--- config.mk ---
export PLATFORM = sky130hd
export DESIGN_NAME = lp_seq_decoder
export DESIGN_NICKNAME = d
export VERILOG_FILES = /design/src/rtl/lpsd_pkg.sv /design/src/rtl/lpsd_line_sync.sv /design/src/rtl/lpsd_soh_shift.sv /design/src/rtl/lpsd_wake_timer.sv /design/src/rtl/lp_seq_decoder.sv
export SDC_FILE = /design/constraint.sdc
export NUM_CORES = 1
export LEC_CHECK = 0
export BUFFER_PORTS_ARGS = -buffer_cell sky130_fd_sc_hd__buf_2
export CAP_MARGIN = 20
export CORE_ASPECT_RATIO = 1.25
export CORE_UTILIZATION = 45
export CTS_CLUSTER_DIAMETER = 50
export DETAILED_ROUTE_END_ITERATION = 12
export PLACE_DENSITY = 0.65
export SETUP_SLACK_MARGIN = 0.3
export SYNTH_ARGS = -nofsm -noshare
export SYNTH_HDL_FRONTEND = slang
export SYNTH_SLANG_ARGS = --single-unit
--- constraint.sdc ---
create_clock -name clk -period 2 [get_ports clk]
set_input_delay 0.2 -clock clk [delete_from_list [all_inputs] [get_ports clk]]
set_output_delay 0.2 -clock clk [all_outputs]
set_load 0.01 [all_outputs]
--- src/rtl/lpsd_pkg.sv ---
package lpsd_pkg;

   typedef enum logic [1:0] {
      LP00 = 2'b00,
      LP01 = 2'b01,
      LP10 = 2'b10,
      LP11 = 2'b11
   } lp_line_e;

   typedef enum logic [2:0] {
      MD_IDLE = 3'd0,
      MD_ESC  = 3'd1,
      MD_LPDT = 3'd2,
      MD_ULPS = 3'd3,
      MD_HS   = 3'd4,
      MD_TA   = 3'd5,
      MD_ERR  = 3'd6
   } lp_mode_e;

   typedef enum logic [3:0] {
      S_INIT, S_STOP, S_E1, S_E2, S_ESC_IN, S_TA_IN, S_HS_IN,
      S_HS, S_TA, S_SPACE, S_MARK, S_ULPS, S_WAKE, S_ERR
   } dec_state_e;

   typedef enum logic [1:0] {
      PH_CMD, PH_DATA, PH_DONE
   } esc_phase_e;

endpackage

--- src/rtl/lpsd_line_sync.sv ---
module lpsd_line_sync #(
   parameter int STAGES = 2
) (
   input  logic       clk,
   input  logic       rst_n,
   input  logic [1:0] lp_i,
   output logic [1:0] lp_o,
   output logic       chg_o
);
   logic [1:0] stage_q [STAGES];
   logic [1:0] prev_q;

   generate
      if (STAGES < 1) begin : g_bad
         $error("lpsd_line_sync: STAGES must be at least 1");
      end
      always_ff @(posedge clk or negedge rst_n) begin
         if (!rst_n) stage_q[0] <= 2'b00;
         else        stage_q[0] <= lp_i;
      end
      for (genvar i = 1; i < STAGES; i++) begin : g_chain
         always_ff @(posedge clk or negedge rst_n) begin
            if (!rst_n) stage_q[i] <= 2'b00;
            else        stage_q[i] <= stage_q[i-1];
         end
      end
   endgenerate

   always_ff @(posedge clk or negedge rst_n) begin
      if (!rst_n) prev_q <= 2'b00;
      else        prev_q <= stage_q[STAGES-1];
   end

   assign lp_o  = stage_q[STAGES-1];
   assign chg_o = (stage_q[STAGES-1] != prev_q);
endmodule

--- src/rtl/lpsd_soh_shift.sv ---
module lpsd_soh_shift #(
   parameter int W = 8
) (
   input  logic         clk,
   input  logic         rst_n,
   input  logic         clr_i,
   input  logic         bit_valid_i,
   input  logic         bit_i,
   output logic [W-1:0] byte_o,
   output logic         done_o
);
   localparam int CW = (W > 1) ? $clog2(W) : 1;
   localparam logic [CW-1:0] LAST = CW'(W - 1);

   logic [W-1:0]  sr_q;
   logic [CW-1:0] cnt_q;

   always_ff @(posedge clk or negedge rst_n) begin
      if (!rst_n) begin
         sr_q  <= '0;
         cnt_q <= '0;
      end else if (clr_i) begin
         sr_q  <= '0;
         cnt_q <= '0;
      end else if (bit_valid_i) begin
         sr_q  <= byte_o;
         cnt_q <= (cnt_q == LAST) ? '0 : cnt_q + 1'b1;
      end
   end

   // least significant bit arrives first: new bit enters at the top
   assign byte_o = {bit_i, sr_q[W-1:1]};
   assign done_o = bit_valid_i && (cnt_q == LAST);
endmodule

--- src/rtl/lpsd_wake_timer.sv ---
module lpsd_wake_timer #(
   parameter int WAKE_CYCLES = 50000
) (
   input  logic clk,
   input  logic rst_n,
   input  logic start_i,
   input  logic run_i,
   output logic reached_o
);
   localparam int WCW = $clog2(WAKE_CYCLES + 1);
   localparam logic [WCW-1:0] LIMIT = WCW'(WAKE_CYCLES);

   logic [WCW-1:0] cnt_q;

   always_ff @(posedge clk or negedge rst_n) begin
      if (!rst_n)                       cnt_q <= '0;
      else if (start_i)                 cnt_q <= WCW'(1);
      else if (run_i && cnt_q < LIMIT)  cnt_q <= cnt_q + 1'b1;
   end

   assign reached_o = (cnt_q >= LIMIT);
endmodule

--- src/rtl/lp_seq_decoder.sv ---
module lp_seq_decoder
   import lpsd_pkg::*;
#(
   parameter int                  SYNC_STAGES = 2,
   parameter int                  WAKE_CYCLES = 50000,
   parameter logic [7:0]          CMD_LPDT    = 8'hE1,
   parameter logic [7:0]          CMD_ULPS    = 8'h1E,
   parameter int                  NUM_TRIG    = 4,
   parameter logic [NUM_TRIG*8-1:0] TRIG_CODES = 32'hA0_21_5D_62
) (
   input  logic                clk,
   input  logic                rst_n,
   input  logic [1:0]          lp_i,
   output logic [2:0]          mode_o,
   output logic                hs_req_o,
   output logic                esc_req_o,
   output logic                bta_req_o,
   output logic                ulps_enter_o,
   output logic                ulps_exit_o,
   output logic                esc_exit_o,
   output logic [NUM_TRIG-1:0] trig_o,
   output logic [7:0]          rx_byte_o,
   output logic                rx_valid_o,
   output logic                err_o
);
   localparam int BW = 8;

   generate
      if (WAKE_CYCLES < 2) begin : g_bad_wake
         $error("lp_seq_decoder: WAKE_CYCLES must be at least 2");
      end
      if (NUM_TRIG < 1) begin : g_bad_trig
         $error("lp_seq_decoder: NUM_TRIG must be at least 1");
      end
      if (CMD_LPDT == CMD_ULPS) begin : g_bad_cmd
         $error("lp_seq_decoder: command codes must differ");
      end
   endgenerate

   logic [1:0] lp;
   logic       chg;

   lpsd_line_sync #(.STAGES(SYNC_STAGES)) u_sync (
      .clk(clk), .rst_n(rst_n), .lp_i(lp_i), .lp_o(lp), .chg_o(chg)
   );

   dec_state_e state_q, state_d;
   esc_phase_e phase_q, phase_d;
   logic       mark_q, mark_d;

   logic          bit_valid, shift_clr, byte_done;
   logic [BW-1:0] byte_w;

   lpsd_soh_shift #(.W(BW)) u_shift (
      .clk(clk), .rst_n(rst_n), .clr_i(shift_clr), .bit_valid_i(bit_valid),
      .bit_i(mark_q), .byte_o(byte_w), .done_o(byte_done)
   );

   logic wake_start, wake_reached;

   lpsd_wake_timer #(.WAKE_CYCLES(WAKE_CYCLES)) u_wake (
      .clk(clk), .rst_n(rst_n), .start_i(wake_start),
      .run_i(state_q == S_WAKE), .reached_o(wake_reached)
   );

   logic [NUM_TRIG-1:0] trig_hit;
   generate
      for (genvar k = 0; k < NUM_TRIG; k++) begin : g_trig
         assign trig_hit[k] = (byte_w == TRIG_CODES[k*8 +: 8]);
      end
   endgenerate

   logic                hs_d, esc_d, bta_d, uen_d, uex_d, exit_d, rxv_d, err_d;
   logic [NUM_TRIG-1:0] trig_d;
   logic [BW-1:0]       rxb_d, rxb_q;

   assign bit_valid  = (state_q == S_MARK) && chg && (lp == LP00);
   assign wake_start = (state_q == S_ULPS) && chg && (lp == LP10);

   always_comb begin
      state_d   = state_q;
      phase_d   = phase_q;
      mark_d    = mark_q;
      shift_clr = 1'b0;
      hs_d = 1'b0; esc_d = 1'b0; bta_d = 1'b0; uen_d = 1'b0;
      uex_d = 1'b0; exit_d = 1'b0; rxv_d = 1'b0; err_d = 1'b0;
      trig_d = '0;
      rxb_d  = rxb_q;

      case (state_q)
         S_INIT: if (lp == LP11) state_d = S_STOP;
         S_ERR:  if (lp == LP11) state_d = S_STOP;
         S_STOP: if (chg) begin
            if      (lp == LP10) state_d = S_E1;
            else if (lp == LP01) state_d = S_HS_IN;
            else begin state_d = S_ERR; err_d = 1'b1; end
         end
         S_E1: if (chg) begin
            if (lp == LP00) state_d = S_E2;
            else begin state_d = (lp == LP11) ? S_STOP : S_ERR; err_d = 1'b1; end
         end
         S_E2: if (chg) begin
            if      (lp == LP01) state_d = S_ESC_IN;
            else if (lp == LP10) state_d = S_TA_IN;
            else begin state_d = (lp == LP11) ? S_STOP : S_ERR; err_d = 1'b1; end
         end
         S_ESC_IN: if (chg) begin
            if (lp == LP00) begin
               state_d = S_SPACE; phase_d = PH_CMD; shift_clr = 1'b1; esc_d = 1'b1;
            end else begin state_d = (lp == LP11) ? S_STOP : S_ERR; err_d = 1'b1; end
         end
         S_TA_IN: if (chg) begin
            if (lp == LP00) begin state_d = S_TA; bta_d = 1'b1; end
            else begin state_d = (lp == LP11) ? S_STOP : S_ERR; err_d = 1'b1; end
         end
         S_HS_IN: if (chg) begin
            if (lp == LP00) begin state_d = S_HS; hs_d = 1'b1; end
            else begin state_d = (lp == LP11) ? S_STOP : S_ERR; err_d = 1'b1; end
         end
         S_HS, S_TA: if (chg && lp == LP11) state_d = S_STOP;
         S_SPACE: if (chg) begin
            if      (lp == LP01) begin state_d = S_MARK; mark_d = 1'b0; end
            else if (lp == LP10) begin state_d = S_MARK; mark_d = 1'b1; end
            else begin state_d = S_STOP; err_d = 1'b1; end
         end
         S_MARK: if (chg) begin
            if (lp == LP00) begin
               state_d = S_SPACE;
               if (phase_q == PH_DONE) begin
                  state_d = S_ERR; err_d = 1'b1;
               end else if (byte_done) begin
                  if (phase_q == PH_DATA) begin
                     rxv_d = 1'b1; rxb_d = byte_w;
                  end else if (byte_w == CMD_LPDT) begin
                     phase_d = PH_DATA;
                  end else if (byte_w == CMD_ULPS) begin
                     state_d = S_ULPS; uen_d = 1'b1;
                  end else if (|trig_hit) begin
                     trig_d = trig_hit; phase_d = PH_DONE;
                  end else begin
                     state_d = S_ERR; err_d = 1'b1;
                  end
               end
            end else if (lp == LP11 && mark_q) begin
               state_d = S_STOP; exit_d = 1'b1;
            end else begin
               state_d = (lp == LP11) ? S_STOP : S_ERR; err_d = 1'b1;
            end
         end
         S_ULPS: if (wake_start) state_d = S_WAKE;
         S_WAKE: if (chg) begin
            if (lp == LP11 && wake_reached) begin state_d = S_STOP; uex_d = 1'b1; end
            else begin state_d = S_ULPS; err_d = 1'b1; end
         end
         default: state_d = S_ERR;
      endcase
   end

   always_ff @(posedge clk or negedge rst_n) begin
      if (!rst_n) begin
         state_q <= S_INIT;
         phase_q <= PH_CMD;
         mark_q  <= 1'b0;
         rxb_q   <= '0;
         hs_req_o <= 1'b0; esc_req_o <= 1'b0; bta_req_o <= 1'b0;
         ulps_enter_o <= 1'b0; ulps_exit_o <= 1'b0; esc_exit_o <= 1'b0;
         rx_valid_o <= 1'b0; err_o <= 1'b0; trig_o <= '0;
      end else begin
         state_q <= state_d;
         phase_q <= phase_d;
         mark_q  <= mark_d;
         rxb_q   <= rxb_d;
         hs_req_o <= hs_d; esc_req_o <= esc_d; bta_req_o <= bta_d;
         ulps_enter_o <= uen_d; ulps_exit_o <= uex_d; esc_exit_o <= exit_d;
         rx_valid_o <= rxv_d; err_o <= err_d; trig_o <= trig_d;
      end
   end

   assign rx_byte_o = rxb_q;

   lp_mode_e md;
   always_comb begin
      case (state_q)
         S_HS:             md = MD_HS;
         S_TA:             md = MD_TA;
         S_SPACE, S_MARK:  md = (phase_q == PH_DATA) ? MD_LPDT : MD_ESC;
         S_ULPS, S_WAKE:   md = MD_ULPS;
         S_ERR:            md = MD_ERR;
         default:          md = MD_IDLE;
      endcase
   end
   assign mode_o = md;
endmodule

# ---- Word level (Yosys, flattened, before mapping)
# Cells that the tools add are included.
# Widths: inputs -> output; s select.
dict set report word_totals {
  ff_bits 60
  inputBits 4
}
dict set report op_classes {
  addsub 2
  n_lt_le_gt_ge 2
  n_eq_ne 45
  n_mux 110
  bitwise 1
  n_reduce_logical 26
}
# cell n
set ops {}
lappend ops {{$mux 4} 35}
lappend ops {{$pmux 4 s12} 1}
lappend ops {{$mux 1} 47}
lappend ops {{$mux 16} 2}
lappend ops {{$ne 2x2->1 const B} 14}
lappend ops {{$mux 3} 9}
lappend ops {{$eq 4x4->1 const B} 6}
lappend ops {{$mux 2} 11}
lappend ops {{$add 16x1->16 const B} 1}
lappend ops {{$eq 4x3->1 const B} 4}
lappend ops {{$eq 8x7->1 const B} 2}
lappend ops {{$eq 8x8->1 const B} 2}
lappend ops {{$ge 16x16->1 const B} 1}
lappend ops {{$lt 16x16->1 const B} 1}
lappend ops {{$mux 8} 2}
lappend ops {{$pmux 3 s5} 1}
lappend ops {{$reduce_and 12->1} 1}
lappend ops {{$reduce_and 10->1} 1}
lappend ops {{$reduce_or 2->1} 5}
lappend ops {{$logic_and 1x1->1} 9}
lappend ops {{$eq 4x2->1 const B} 2}
lappend ops {{$eq 8x5->1 const B} 1}
lappend ops {{$eq 8x6->1 const B} 1}
lappend ops {{$reduce_bool 2->1} 4}
lappend ops {{other kinds (17)} 23}

# ---- Logic depth before layout (Yosys ltp)
# Gate-level depths: netlist of run 1.
dict set report logic_depth {
  word_depth 11
  mapped_depth 8
}

# ---- Cells and area by module
# Synthesis of run 1 repeated with hierarchy kept, for this count alone.
dict set report unflattened {
  hier_cells 342
  area_unflattened_um2 3402.0
}
# module n_inst cells_each area_per_inst_um2
set modules_own_cells {}
lappend modules_own_cells {lp_seq_decoder 1 191 1784.2}
lappend modules_own_cells {lpsd_wake_timer 1 103 987.2}
lappend modules_own_cells {lpsd_soh_shift 1 37 444.2}
lappend modules_own_cells {lpsd_line_sync 1 11 186.4}

# ---- Worst setup path before layout of run 1
# No wires, ideal clock.
dict set report synth_path {
  path_kind {register to register}
  from {reg u_sync.stage_q (netlist bit u_sync.lp_o[0])}
  to {reg state_q[1]}
  t_arrival_ns 1.914
  slack_ns -0.038
  stages_incl_launch_ff 9
  path_buffers 1
  synth_period_minus_slack_ns 2.038
  cell_sequence {dfrtp_1 > inv_1 > ha_1 > buf_1 > nor2b_1 > o2111ai_1 > nor2b_1 > or4_1 > mux2_2}
}
dict set report synth_between {
  elab_chain_cells 9
  elab_cells_between_ends 51
  cone_classes {16 x eq/ne; 25 x mux; 10 x reduce/logical}
}
# element line
set synth_rtl {}
lappend synth_rtl {{start: declaration} lpsd_line_sync.sv:10} ;# logic [1:0] stage_q [STAGES];
lappend synth_rtl {{start signal: indexed assignment} lpsd_line_sync.sv:24} ;# else stage_q[i] <= stage_q[i-1];
lappend synth_rtl {{$ne 2x2->1} lpsd_line_sync.sv:35} ;# assign chg_o = (stage_q[STAGES-1] != prev_q);
lappend synth_rtl {{$logic_and 1x1->1 (2 in a row)} lp_seq_decoder.sv:77} ;# assign bit_valid = (state_q == S_MARK) && chg && (lp == LP00);
lappend synth_rtl {{$logic_and 1x1->1} lpsd_soh_shift.sv:33} ;# assign done_o = bit_valid_i && (cnt_q == LAST);
lappend synth_rtl {{$mux 3} lp_seq_decoder.sv:131} ;# end else if (byte_done) begin
lappend synth_rtl {{$mux 3} lp_seq_decoder.sv:129} ;# if (phase_q == PH_DONE) begin
lappend synth_rtl {{$mux 4} lp_seq_decoder.sv:127} ;# if (lp == LP00) begin
lappend synth_rtl {{$mux 4} lp_seq_decoder.sv:126} ;# S_MARK: if (chg) begin
lappend synth_rtl {{$pmux 4 s12} lp_seq_decoder.sv:90} ;# case (state_q)
lappend synth_rtl {{end signal: assignment} lp_seq_decoder.sv:169} ;# state_q <= state_d;
lappend synth_rtl {{end: declaration} lp_seq_decoder.sv:47} ;# dec_state_e state_q, state_d;
# Several ways; a longest one is shown, not always the timed one. The select of a mux whose other input is x is not followed.
# A chain may end at the register's enable or synchronous reset.

# ---- Final worst setup path of run 1
dict set report layout_path {
  from {reg u_sync.stage_q (netlist bit u_sync.lp_o[0])}
  to {reg state_q[3]}
}
dict set report layout_between {
  elab_chain_cells 6
  elab_cells_between_ends 47
  cone_classes {16 x eq/ne; 24 x mux; 7 x reduce/logical}
}
# element line
set layout_rtl {}
lappend layout_rtl {{$eq 2x2->1} n/a}
lappend layout_rtl {{$mux 4 or $logic_and 1x1->1 (tied branches)} n/a}
lappend layout_rtl {{$mux 4, on equally long branches} {lp_seq_decoder.sv:144, lp_seq_decoder.sv:104}}
lappend layout_rtl {{$mux 4, on equally long branches} {lp_seq_decoder.sv:127, lp_seq_decoder.sv:103}}
lappend layout_rtl {{$mux 4, on equally long branches} {lp_seq_decoder.sv:126, lp_seq_decoder.sv:102}}
lappend layout_rtl {{$pmux 4 s12} lp_seq_decoder.sv:90}
# Several ways; a longest one is shown, not always the timed one. The select of a mux whose other input is x is not followed.

==> results of run 1 <==
## synthesized netlist by cell type (2+ instances only)
| library cell | number |
|---|---|
| or3_1 | 3 |
| and4b_1 | 2 |
| nor2b_1 | 9 |
| and3_1 | 5 |
| o21ai_0 | 11 |
| mux2i_1 | 17 |
| nand4_1 | 5 |
| nor3b_1 | 3 |
| nor2_1 | 23 |
| or4_1 | 5 |
| a21oi_1 | 14 |
| clkbuf_1 | 4 |
| nand3_1 | 9 |
| buf_2 | 9 |
| o21a_1 | 2 |
| buf_1 | 2 |
| inv_1 | 14 |
| nor4_1 | 6 |
| dfrtp_1 | 59 |
| mux2_2 | 10 |
| nor4b_1 | 2 |
| ha_1 | 10 |
| nand2b_1 | 14 |
| o31ai_1 | 8 |
| nand2_1 | 28 |
| a31oi_1 | 3 |
| a22o_1 | 3 |
| xor2_1 | 2 |
| nor3_1 | 7 |
| a2111oi_0 | 2 |
| and4_1 | 2 |
| a311oi_1 | 2 |
| a21o_1 | 2 |
| nand3b_1 | 5 |
| xnor2_1 | 3 |
| and2_1 | 2 |
## stage by stage
step | setup TNS [ps] | instance area [um^2] | setup WS, ps | hold slack [ps]
floorplan | 0 | 3438 | 88.78 | -95.59
global placement | 0 | 3946 | 38.60 | 229.3
finish | 0 | 5147 | 33.52 | 353.4
detailed placement | 0 | 3946 | 30.19 | 232.7
CTS | 0 | 4623 | 85.35 | 356.1
global route | -27.68 | 5147 | -13.62 | 358.6
## how the worst min path moves through the flow
| stage | start | to | slack [ps] | depth (start not counted) |
|---|---|---|---|---|
| 3_5_place_dp | rst_n | hs_req_o | 230 | 2 |
| 4_1_cts | u_sync.stage_q[3] | u_sync.lp_o[1] | 360 | 0 |
| 2_1_floorplan | rst_n | bta_req_o | -100 | 0 |
| 5_1_grt | u_sync.stage_q[2] | u_sync.lp_o[0] | 360 | 0 |
| 6_report | u_sync.stage_q[3] | u_sync.lp_o[1] | 350 | 0 |
| 3_3_place_gp | rst_n | hs_req_o | 230 | 2 |
## layout make-up
type | instances | area share
Clock inverter | 7 | 0.01945
Timing Repair Buffer | 122 | 0.2064
Tap cell | 90 | 0.02188
Inverter | 14 | 0.01094
Sequential cell | 59 | 0.2876
Multi-Input combinational cell | 246 | 0.4298
Clock buffer | 9 | 0.02406
## critical path: cells and delay by family, from the launching register on
family	cells	cell delay, ps
buffers and inverters	1	80
AOI/OAI and AO/OA	4	1020
DFF	1	400
and+or+nand+nor	1	40
adders and majority gates	1	300
## per-layer routing
metal  vias up  routed length [um]  track usage
met3        27                 327      0.04206
met5         -                   0            0
met4         0                 291       0.1413
met1      1535                3757       0.2728
met2        89                5103       0.4087
li1       1459                   -            -
## logic make-up after synthesis
kind of cell,share of synthesized area
xor+xnor,0.01320
fa+ha+maj,0.03769
mux,0.08858
flops,0.4448
compound gates,0.1285
simple gates,0.2454
buf+inv,0.04184
## what timing repair did
action / in CTS / in global routing
cloned: 2 / 1
buffers inserted: 26 / 23
gates resized for setup: 48 / 69
endpoints found under the setup margin: 41 / 51
endpoints found under the hold margin: 61 / 0
hold buffers: 3 / 0
pin swaps: 15 / 21
## sequential cells by signal (all words and copies together) (netlist names)
register / cells
esc_exit_o: 1
u_sync.prev_q: 2
u_sync.lp_o: 2
u_sync.stage_q: 2
state_q: 4
trig_o: 4
u_wake.cnt_q: 16
mark_q: 1
ulps_enter_o: 1
rx_byte_o: 8
phase_q: 2
hs_req_o: 1
err_o: 1
u_shift.sr_q: 7
rx_valid_o: 1
u_shift.cnt_q: 3
ulps_exit_o: 1
esc_req_o: 1
bta_req_o: 1
## report_power, final
group	internal (uW)	switching [uW]
combinational	1250	1250
clock	707	526
sequential	1320	164
==> reports/results.ini, run 1 <==
[detailed_routing]
drt_iter0_drc = 167
drt-vias-per-instance = 5.686
route.detailed.drc = 0
drt_wl_total_um = 9479
wire_per_inst_um = 17.33
num_vias = 3110
final_antenna_net_count = 0
firstDrtPassIters = 4

[timing]
period_share = 0.9832
hold_viol = 0
min_period_ps = 1966
slew_violations = 0
clock.fmax_mhz = 508.5
slew_headroom = 0.6753
tightestPinTransition_ps = 487.1
rsz0062_at_grt = true
skew_ps = 12.71
setup_viol = 0

[global_route]
antenna_found_initial = 0
grt_max_degree = 60
grt_pass1_wl_um = 14260
grtUsageTotal = 0.2377
grt_overflow = 0
grt_pass1_vias = 3045

[die]
die_y_um = 98.03
initial_core_util = 0.4701
chipWidth_um = 78.82
row_count = 34
core_area_um2 = 7062
die_area_um2 = 7726
io_pins = 27

[synth]
synth_nets = 349
synth_top_area_share = 0.4448
ys_seq_area_frac = 0.4448
avgSynthCellArea_um2 = 9.909
synth_top_area_cell = dfrtp_1
synth_flop_cell = dfrtp_1
netlist_instances = 335
ys_types = 64
ys.warnings.count = 0
syn-cell-area_um2 = 3319
synth.area.top_cells = dfrtp_1 (44%), mux2i_1 (5.1%), ha_1 (3.8%)
ys_ff_latch = 59
async_reset_ff_frac = 1.000
synth_edf_count = 0

[layout]
nets = 466
diodes = 0
layout.cells.non_filler = 547
area_growth_pct = 55.07
final_layout_size_suffix_gt1_frac = 0.4902
regArea_um2 = 1480
final_common_cell = buf_4
n_fill_cell = 483
mostFrequentLayoutCells = buf_4 (57), dfrtp_1 (56), nand2_1 (27), buf_2 (27), buf_6 (25)
multiInputGateArea_um2 = 2212
final_core_utilization = 0.7289

[clock_tree]
clk_latency_ps = 350
cts_tree = done
h-tree-depth = 3
cts.clk_slew.worst_paths_ps = 70
cts_buffers = 9
root_buffer = clkbuf_8
clkSinkCount = 59
cts_buffer_depth = 2

[setup_path]
critical_path.startpoint_type = register
crit_fanout = 4
cp_slowest_cell = o41a_1
crit_start = u_sync.lp_o[0]
max_stage_delay_ps = 410
crit_path_end = state_q[3]
reg2regPathDepth = 7
crit_chain = inv_2 > ha_4 > nor4_2 > a21o_1 > a222oi_1 > o21ai_1 > o41a_1
path_class = register to register
r2r-start = u_sync.lp_o[0]
required_ps = 2210
cp.arrival_ps = 2180
rr_endpoint = state_q[3]
regToRegSetupSlack_ps = 30
end_kind = register

[worst_hold_path]
worstHoldPathType = register to register

[place]
place_inst = 476
place.gp.congestion = 0.9418
dpl.hpwl_um = 5549
port_buffers = 26

[power]
leakage_uw = 0.002362
ir_drop_v = 0.0005602
power_density_nw_per_um2 = 1012
power.total_uw = 5208

[job]
maxCapViolations = 0

[outcome]
status = finished, final reports clean

Power figures use the tool's default switching activity.
==> run 2: changes to the inputs <==
- ABC_AREA: default -> 1
- CORE_UTILIZATION: 45 -> 54
- PLACE_DENSITY: 0.65 -> 0.76
==> reports/results.ini, run 2 <==
[worst_hold_path]
worstHoldPathType = register to register  ; unchanged

[layout]
top_register = u_wake.cnt_q  ; unchanged
area_growth_pct = 30.90  ; was 55.07%
multiInputGateArea_um2 = 1754  ; was 2212 um^2
mostFrequentLayoutCells = nand2_1 (89), dfrtp_1 (51), inv_1 (42), nor2_1 (41), buf_4 (30)  ; was buf_4 (57), dfrtp_1 (56), nand2_1 (27), buf_2 (27), buf_6 (25)
n_fill_cell = 409  ; was 483
regArea_um2 = 1486  ; was 1480 um^2
final_layout_size_suffix_gt1_frac = 0.3267  ; was 0.4902
final_common_cell = nand2_1  ; was buf_4
diodes = 0  ; unchanged
final_core_utilization = 0.7402  ; was 0.7289
largest_reg_flops = 16  ; unchanged
nets = 515  ; was 466
final_area_um2 = 4335  ; was 5147 um^2

[setup_path]
required_ps = 2240  ; was 2210 ps
end_kind = register  ; unchanged
crit_fanout = 6  ; was 4
path_class = register to register  ; unchanged
cp.arrival_ps = 2030  ; was 2180 ps
critical_path.startpoint_type = register  ; unchanged

[detailed_routing]
final_antenna_net_count = 0  ; unchanged
num_vias = 3326  ; was 3110
drt_iter0_drc = 285  ; was 167
firstDrtPassIters = 6  ; was 4
drt_wl_total_um = 9420  ; was 9479 um
route.detailed.drc = 0  ; unchanged
drt-vias-per-instance = 5.666  ; was 5.686
wire_per_inst_um = 16.05  ; was 17.33 um

[synth]
synth.area.top_cells = dfrtp_1 (45%), nand2_1 (12%), inv_1 (6.5%)  ; was dfrtp_1 (44%), mux2i_1 (5.1%), ha_1 (3.8%)
synth_common_cells = nand2_1 (105), dfrtp_1 (59), inv_1 (57), nor2_1 (49), o21ai_0 (25)  ; was dfrtp_1 (59), nand2_1 (28), nor2_1 (23), mux2i_1 (17)
ys_types = 33  ; was 64
ys.warnings.count = 0  ; unchanged
synth_nets = 444  ; was 349
ys_ff_latch = 59  ; unchanged
synth_top_area_cell = dfrtp_1  ; unchanged
syn-cell-area_um2 = 3312  ; was 3319 um^2
async_reset_ff_frac = 1.000  ; unchanged
avgSynthCellArea_um2 = 7.702  ; was 9.909 um^2
netlist_instances = 430  ; was 335
synth_edf_count = 0  ; unchanged
ys_seq_area_frac = 0.4458  ; was 0.4448
synthMostInstantiatedCell = nand2_1  ; was dfrtp_1
synth_top_area_share = 0.4458  ; was 0.4448
synth_flop_cell = dfrtp_1  ; unchanged

[timing]
finalSetupTns_ps = 0  ; unchanged
hold_viol = 0  ; unchanged
period_share = 0.8941  ; was 0.9832
clock.fmax_mhz = 559.2  ; was 508.5 MHz
setup_viol = 0  ; unchanged
slew_headroom = 0.7072  ; was 0.6753
slew_violations = 0  ; unchanged
skew_ps = 9.794  ; was 12.71 ps
tightestPinTransition_ps = 435.9  ; was 487.1 ps
min_period_ps = 1788  ; was 1966 ps
rsz0062_at_grt = true  ; unchanged
timing.final.ws_setup_ps = 211.7  ; was 33.52 ps

[clock_tree]
h-tree-depth = 3  ; unchanged
clkSinkCount = 59  ; unchanged
root_buffer = clkbuf_8  ; unchanged
clk_latency_ps = 340  ; was 350 ps
cts_buffer_depth = 2  ; unchanged
cts.clk_slew.worst_paths_ps = 70  ; about the same
cts_tree = done  ; unchanged
cts_buffers = 9  ; unchanged

[global_route]
antenna_found_initial = 0  ; unchanged
grt_max_degree = 60  ; unchanged
grt_overflow = 0  ; unchanged
grtUsageTotal = 0.3006  ; was 0.2377
grt_pass1_vias = 3064  ; was 3045
grt_pass1_wl_um = 14340  ; was 14260 um

[power]
leakage_uw = 0.002130  ; was 0.002362 uW
ir_drop_v = 0.0007169  ; was 0.0005602 V
power_density_nw_per_um2 = 1138  ; was 1012 nW/um^2

[die]
die_y_um = 89.56  ; was 98.03 um
die_area_um2 = 6452  ; was 7726 um^2
chipWidth_um = 72.05  ; was 78.82 um
row_count = 31  ; was 34
initial_core_util = 0.5655  ; was 0.4701
core_area_um2 = 5857  ; was 7062 um^2
io_pins = 27  ; unchanged

[place]
placed_cell_area_um2 = 3590  ; was 3946 um^2
place.gp.congestion = 1.002  ; was 0.9418
place_worst_setup_slack_ps = 97.10  ; was 30.19 ps
dpl.hpwl_um = 5783  ; was 5549 um
port_buffers = 26  ; unchanged

[job]
maxCapViolations = 0  ; unchanged

[outcome]
status = finished, final reports clean  ; unchanged

-- run 2: report_power, final --
group	internal (uW)	total (uW)	switching (uW)
sequential	1330	1490	157
combinational	811	2080	1270
clock	889	1360	475
-- run 2: worst max-delay path: stages, from the launching register on --
cell,delay [ps]
dfrtp_2,450
buf_6,150
buf_4,160
nand2_4,100
inv_2,60
nand2_2,80
nand2_1,60
nand2_1,90
nand2_1,70
inv_1,90
nand2_4,90
inv_2,100
nand3_1,80
nand2_1,70
inv_1,40
-- run 2: what timing repair did --
action | CTS | global route
hold endpoints to repair | 61 | 0
setup buffers | 15 | 13
pin swaps | 10 | 18
hold buffers | 3 | 0
setup endpoints to repair | 24 | 42
resized for setup | 44 | 52
-- run 2: final timing paths --
path	from	end	slack, ps	cells after the start
worst min-delay path	u_sync.stage_q[2]	u_sync.lp_o[0]	350	0
worst min register to register	u_sync.stage_q[2]	u_sync.lp_o[0]	350	0
max in group asynchronous	rst_n	u_wake.cnt_q[11]	1320	3
worst max-delay path	state_q[2]	state_q[3]	210	14
worst max register to register	state_q[2]	state_q[3]	210	14
min in group asynchronous	rst_n	trig_o[2]	370	3
-- run 2: stage by stage --
stage / total power [uW] / cells / hold WS (ps)
after global placement: 2772 / 541 / 224.9
after floorplan: 2389 / 430 / -95.59
after global routing: 5174 / 587 / 375.4
final: 4934 / 587 / 352.2
after CTS: 4539 / 574 / 354.3
after detailed placement: 2754 / 541 / 226.9
-- run 2: final cells by class --
class,instances,share of cell area
clock inverters,4,0.02251
flip-flops and latches,59,0.3429
repair buffers,67,0.1152
clock buffers,11,0.03492
multi-input cells,303,0.4046
well taps,82,0.02367
inverters,61,0.05628
-- run 2: per-layer routing --
metal	vias to the layer above	global-route usage	part of all wire
met2	162	0.5163	0.51
li1	1555	-	-
met5	-	0	0
met3	55	0.05975	0.056
met4	0	0.1515	0.051
met1	1554	0.3611	0.39
-- run 2: kinds of logic after synthesis --
| group | synth area share |
|---|---|
| xor gates and xnor gates | 0.005290 |
| adders and majority gates | 0.03778 |
| DFF | 0.4458 |
| AOI/OAI and AO/OA | 0.1107 |
| and+or+nand+nor | 0.3147 |
| buffers and inverters | 0.08575 |
==> run 3: changes to the inputs <==
- SETUP_SLACK_MARGIN: 0.3 -> 0.02
==> reports/results.ini, run 3 (synthesis results as in run 2) <==
[outcome]
status = finished, final reports clean  ; unchanged

[detailed_routing]
drt_iter0_drc = 201  ; was 285
met2_length_um = 3975  ; was 4764 um
drt_wl_total_um = 7903  ; was 9420 um
wl_met3_um = 397  ; was 523 um
m1WireLength_um = 3203  ; was 3654 um
highest_layer = met4  ; unchanged
firstDrtPassIters = 5  ; was 6
num_vias = 3035  ; was 3326
drt-vias-per-instance = 5.420  ; was 5.666
route.detailed.drc = 0  ; unchanged
wire_per_inst_um = 14.11  ; was 16.05 um
final_antenna_net_count = 0  ; unchanged

[layout]
final_core_utilization = 0.6667  ; was 0.7402
n_fill_cell = 471  ; was 409
final_common_cell = nand2_1  ; unchanged
final_layout_size_suffix_gt1_frac = 0.1841  ; was 0.3267
mostFrequentLayoutCells = nand2_1 (102), inv_1 (57), dfrtp_1 (56), nor2_1 (46), buf_2 (26)  ; was nand2_1 (89), dfrtp_1 (51), inv_1 (42), nor2_1 (41), buf_4 (30)
regArea_um2 = 1480  ; was 1486 um^2
top_register = u_wake.cnt_q  ; unchanged
nets = 488  ; was 515
multiInputGateArea_um2 = 1577  ; was 1754 um^2
diodes = 0  ; unchanged
area_growth_pct = 17.91  ; was 30.90%
largest_reg_flops = 16  ; unchanged

[setup_path]
regToRegSetupSlack_ps = 190  ; was 210 ps
crit_fanout = 7  ; was 6
path_class = register to output pin  ; was register to register
required_ps = 1800  ; was 2240 ps
r2r-start = u_sync.lp_o[0]  ; was state_q[2]
reg2regPathDepth = 10  ; was 14
cp.arrival_ps = 1700  ; was 2030 ps
critical_path.startpoint_type = register  ; unchanged
rr_endpoint = state_q[3]  ; unchanged
end_kind = output pin  ; was register

[clock_tree]
cts_tree = done  ; unchanged
cts_buffer_depth = 2  ; unchanged
cts_buffers = 9  ; unchanged
cts.clk_slew.worst_paths_ps = 70  ; about the same
clkSinkCount = 59  ; unchanged
h-tree-depth = 3  ; unchanged
clk_latency_ps = 340  ; about the same
root_buffer = clkbuf_8  ; unchanged

[global_route]
grt_max_degree = 60  ; unchanged
grtUsageTotal = 0.2690  ; was 0.3006
grt_pass1_vias = 2905  ; was 3064
grt_pass1_wl_um = 13050  ; was 14340 um
antenna_found_initial = 0  ; unchanged
grt_overflow = 0  ; unchanged

[timing]
finalSetupTns_ps = 0  ; unchanged
min_period_ps = 1904  ; was 1788 ps
rsz0062_at_grt = false  ; was true
tightestPinTransition_ps = 422.7  ; was 435.9 ps
hold_viol = 0  ; unchanged
period_share = 0.9519  ; was 0.8941
clock.fmax_mhz = 525.3  ; was 559.2 MHz
skew_ps = 7.983  ; was 9.794 ps
slew_headroom = 0.7160  ; was 0.7072
slew_violations = 0  ; unchanged
setup_viol = 0  ; unchanged

[job]
maxCapViolations = 0  ; unchanged

[die]
core_area_um2 = 5857  ; unchanged
chipWidth_um = 72.05  ; unchanged
die_area_um2 = 6452  ; unchanged
initial_core_util = 0.5655  ; unchanged
io_pins = 27  ; unchanged
die_y_um = 89.56  ; unchanged
row_count = 31  ; unchanged

[power]
internal_power_uw = 2690  ; was 3033 uW
power_density_nw_per_um2 = 1072  ; was 1138 nW/um^2
seq_power_share = 0.355  ; was 0.302
leakage_uw = 0.001970  ; was 0.002130 uW
power.share.clock = 0.322  ; was 0.276
ir_drop_v = 0.0006864  ; was 0.0007169 V
p_sw_frac = 0.3574  ; was 0.3853
power_frac_comb = 0.323  ; was 0.422
p_sw_uw = 1496  ; was 1901 uW

[place]
dpl.hpwl_um = 5783  ; unchanged
place.gp.congestion = 1.002  ; unchanged
port_buffers = 26  ; unchanged

[worst_hold_path]
holdCritStartpoint = u_sync.stage_q[2]  ; unchanged
worstHoldPathType = register to register  ; unchanged
whs_endpoint = u_sync.lp_o[0]  ; unchanged
min_path_cells = 0  ; unchanged

-- run 3: cell types whose count changed in the layout (fill, tap and decap cells not counted), sizes merged --
cell | previous run | this run
buf | 64 | 37
inv | 61 | 60
clkinv | 0 | 1
-- run 3: power by group through the flow --
stage / Combinational (uW) / Sequential (uW) / Clock (uW)
final: 1350 / 1480 / 1350
after global routing: 1520 / 1500 / 1420
after CTS: 1290 / 1470 / 1380
after detailed placement: 1270 / 1490 / 0
after global placement: 1290 / 1480 / 0
after floorplan: 948 / 1440 / 0
-- run 3: layout make-up --
class | count | share of cell area
clock buffer | 11 | 0.03877
clock inverter | 4 | 0.02499
inverter | 61 | 0.05864
multi-input combinational | 303 | 0.4037
sequential | 59 | 0.3790
tap | 82 | 0.02627
timing repair buffer | 40 | 0.06857
-- run 3: timing repair --
item,in CTS,in global routing
resized for setup,4,7
endpoints found under the hold margin,61,0
setup endpoints to repair,2,6
pin swaps,0,1
hold buffers,3,0
setup buffers,0,1
-- run 3: layer usage --
| layer | vias up | GRT usage |
|---|---|---|
| li1 | 1481 | - |
| met1 | 1394 | 0.3145 |
| met2 | 126 | 0.4640 |
| met3 | 34 | 0.05186 |
| met4 | 0 | 0.1551 |
| met5 | - | 0 |
-- run 3: worst max-delay path, stage by stage (launching register included) --
cell and delay, ps:
dfrtp_2 450, inv_2 100, nor2_2 140, nand2_2 160
inv_1 150, nor2_2 60, o211ai_1 150, buf_2 160
-- run 3: stage by stage --
step	power (uW)	std cells	instance area, um^2	hold WS [ps]	setup slack (ps)
after floorplan	2389	430	3312	-95.59	332.8
after global placement	2772	541	3590	224.9	74.25
after detailed placement	2754	541	3590	226.9	97.10
after CTS	4143	559	3877	354.4	57.64
after global routing	4438	560	3905	375.7	22.92
final	4186	560	3905	351.7	96.14
-- run 3: worst max path at each step --
stage | to | depth (start not counted) | slack, ps | from
global route | state_q[3] | 10 | 20 | u_sync.lp_o[0]
finish | mode_o[0] | 7 | 100 | state_q[1]
floorplan | rx_byte_o[6] | 10 | 330 | u_sync.lp_o[0]
CTS | mode_o[0] | 8 | 60 | state_q[2]
detailed placement | state_q[3] | 9 | 100 | u_sync.lp_o[1]
global placement | state_q[3] | 9 | 70 | u_sync.lp_o[1]
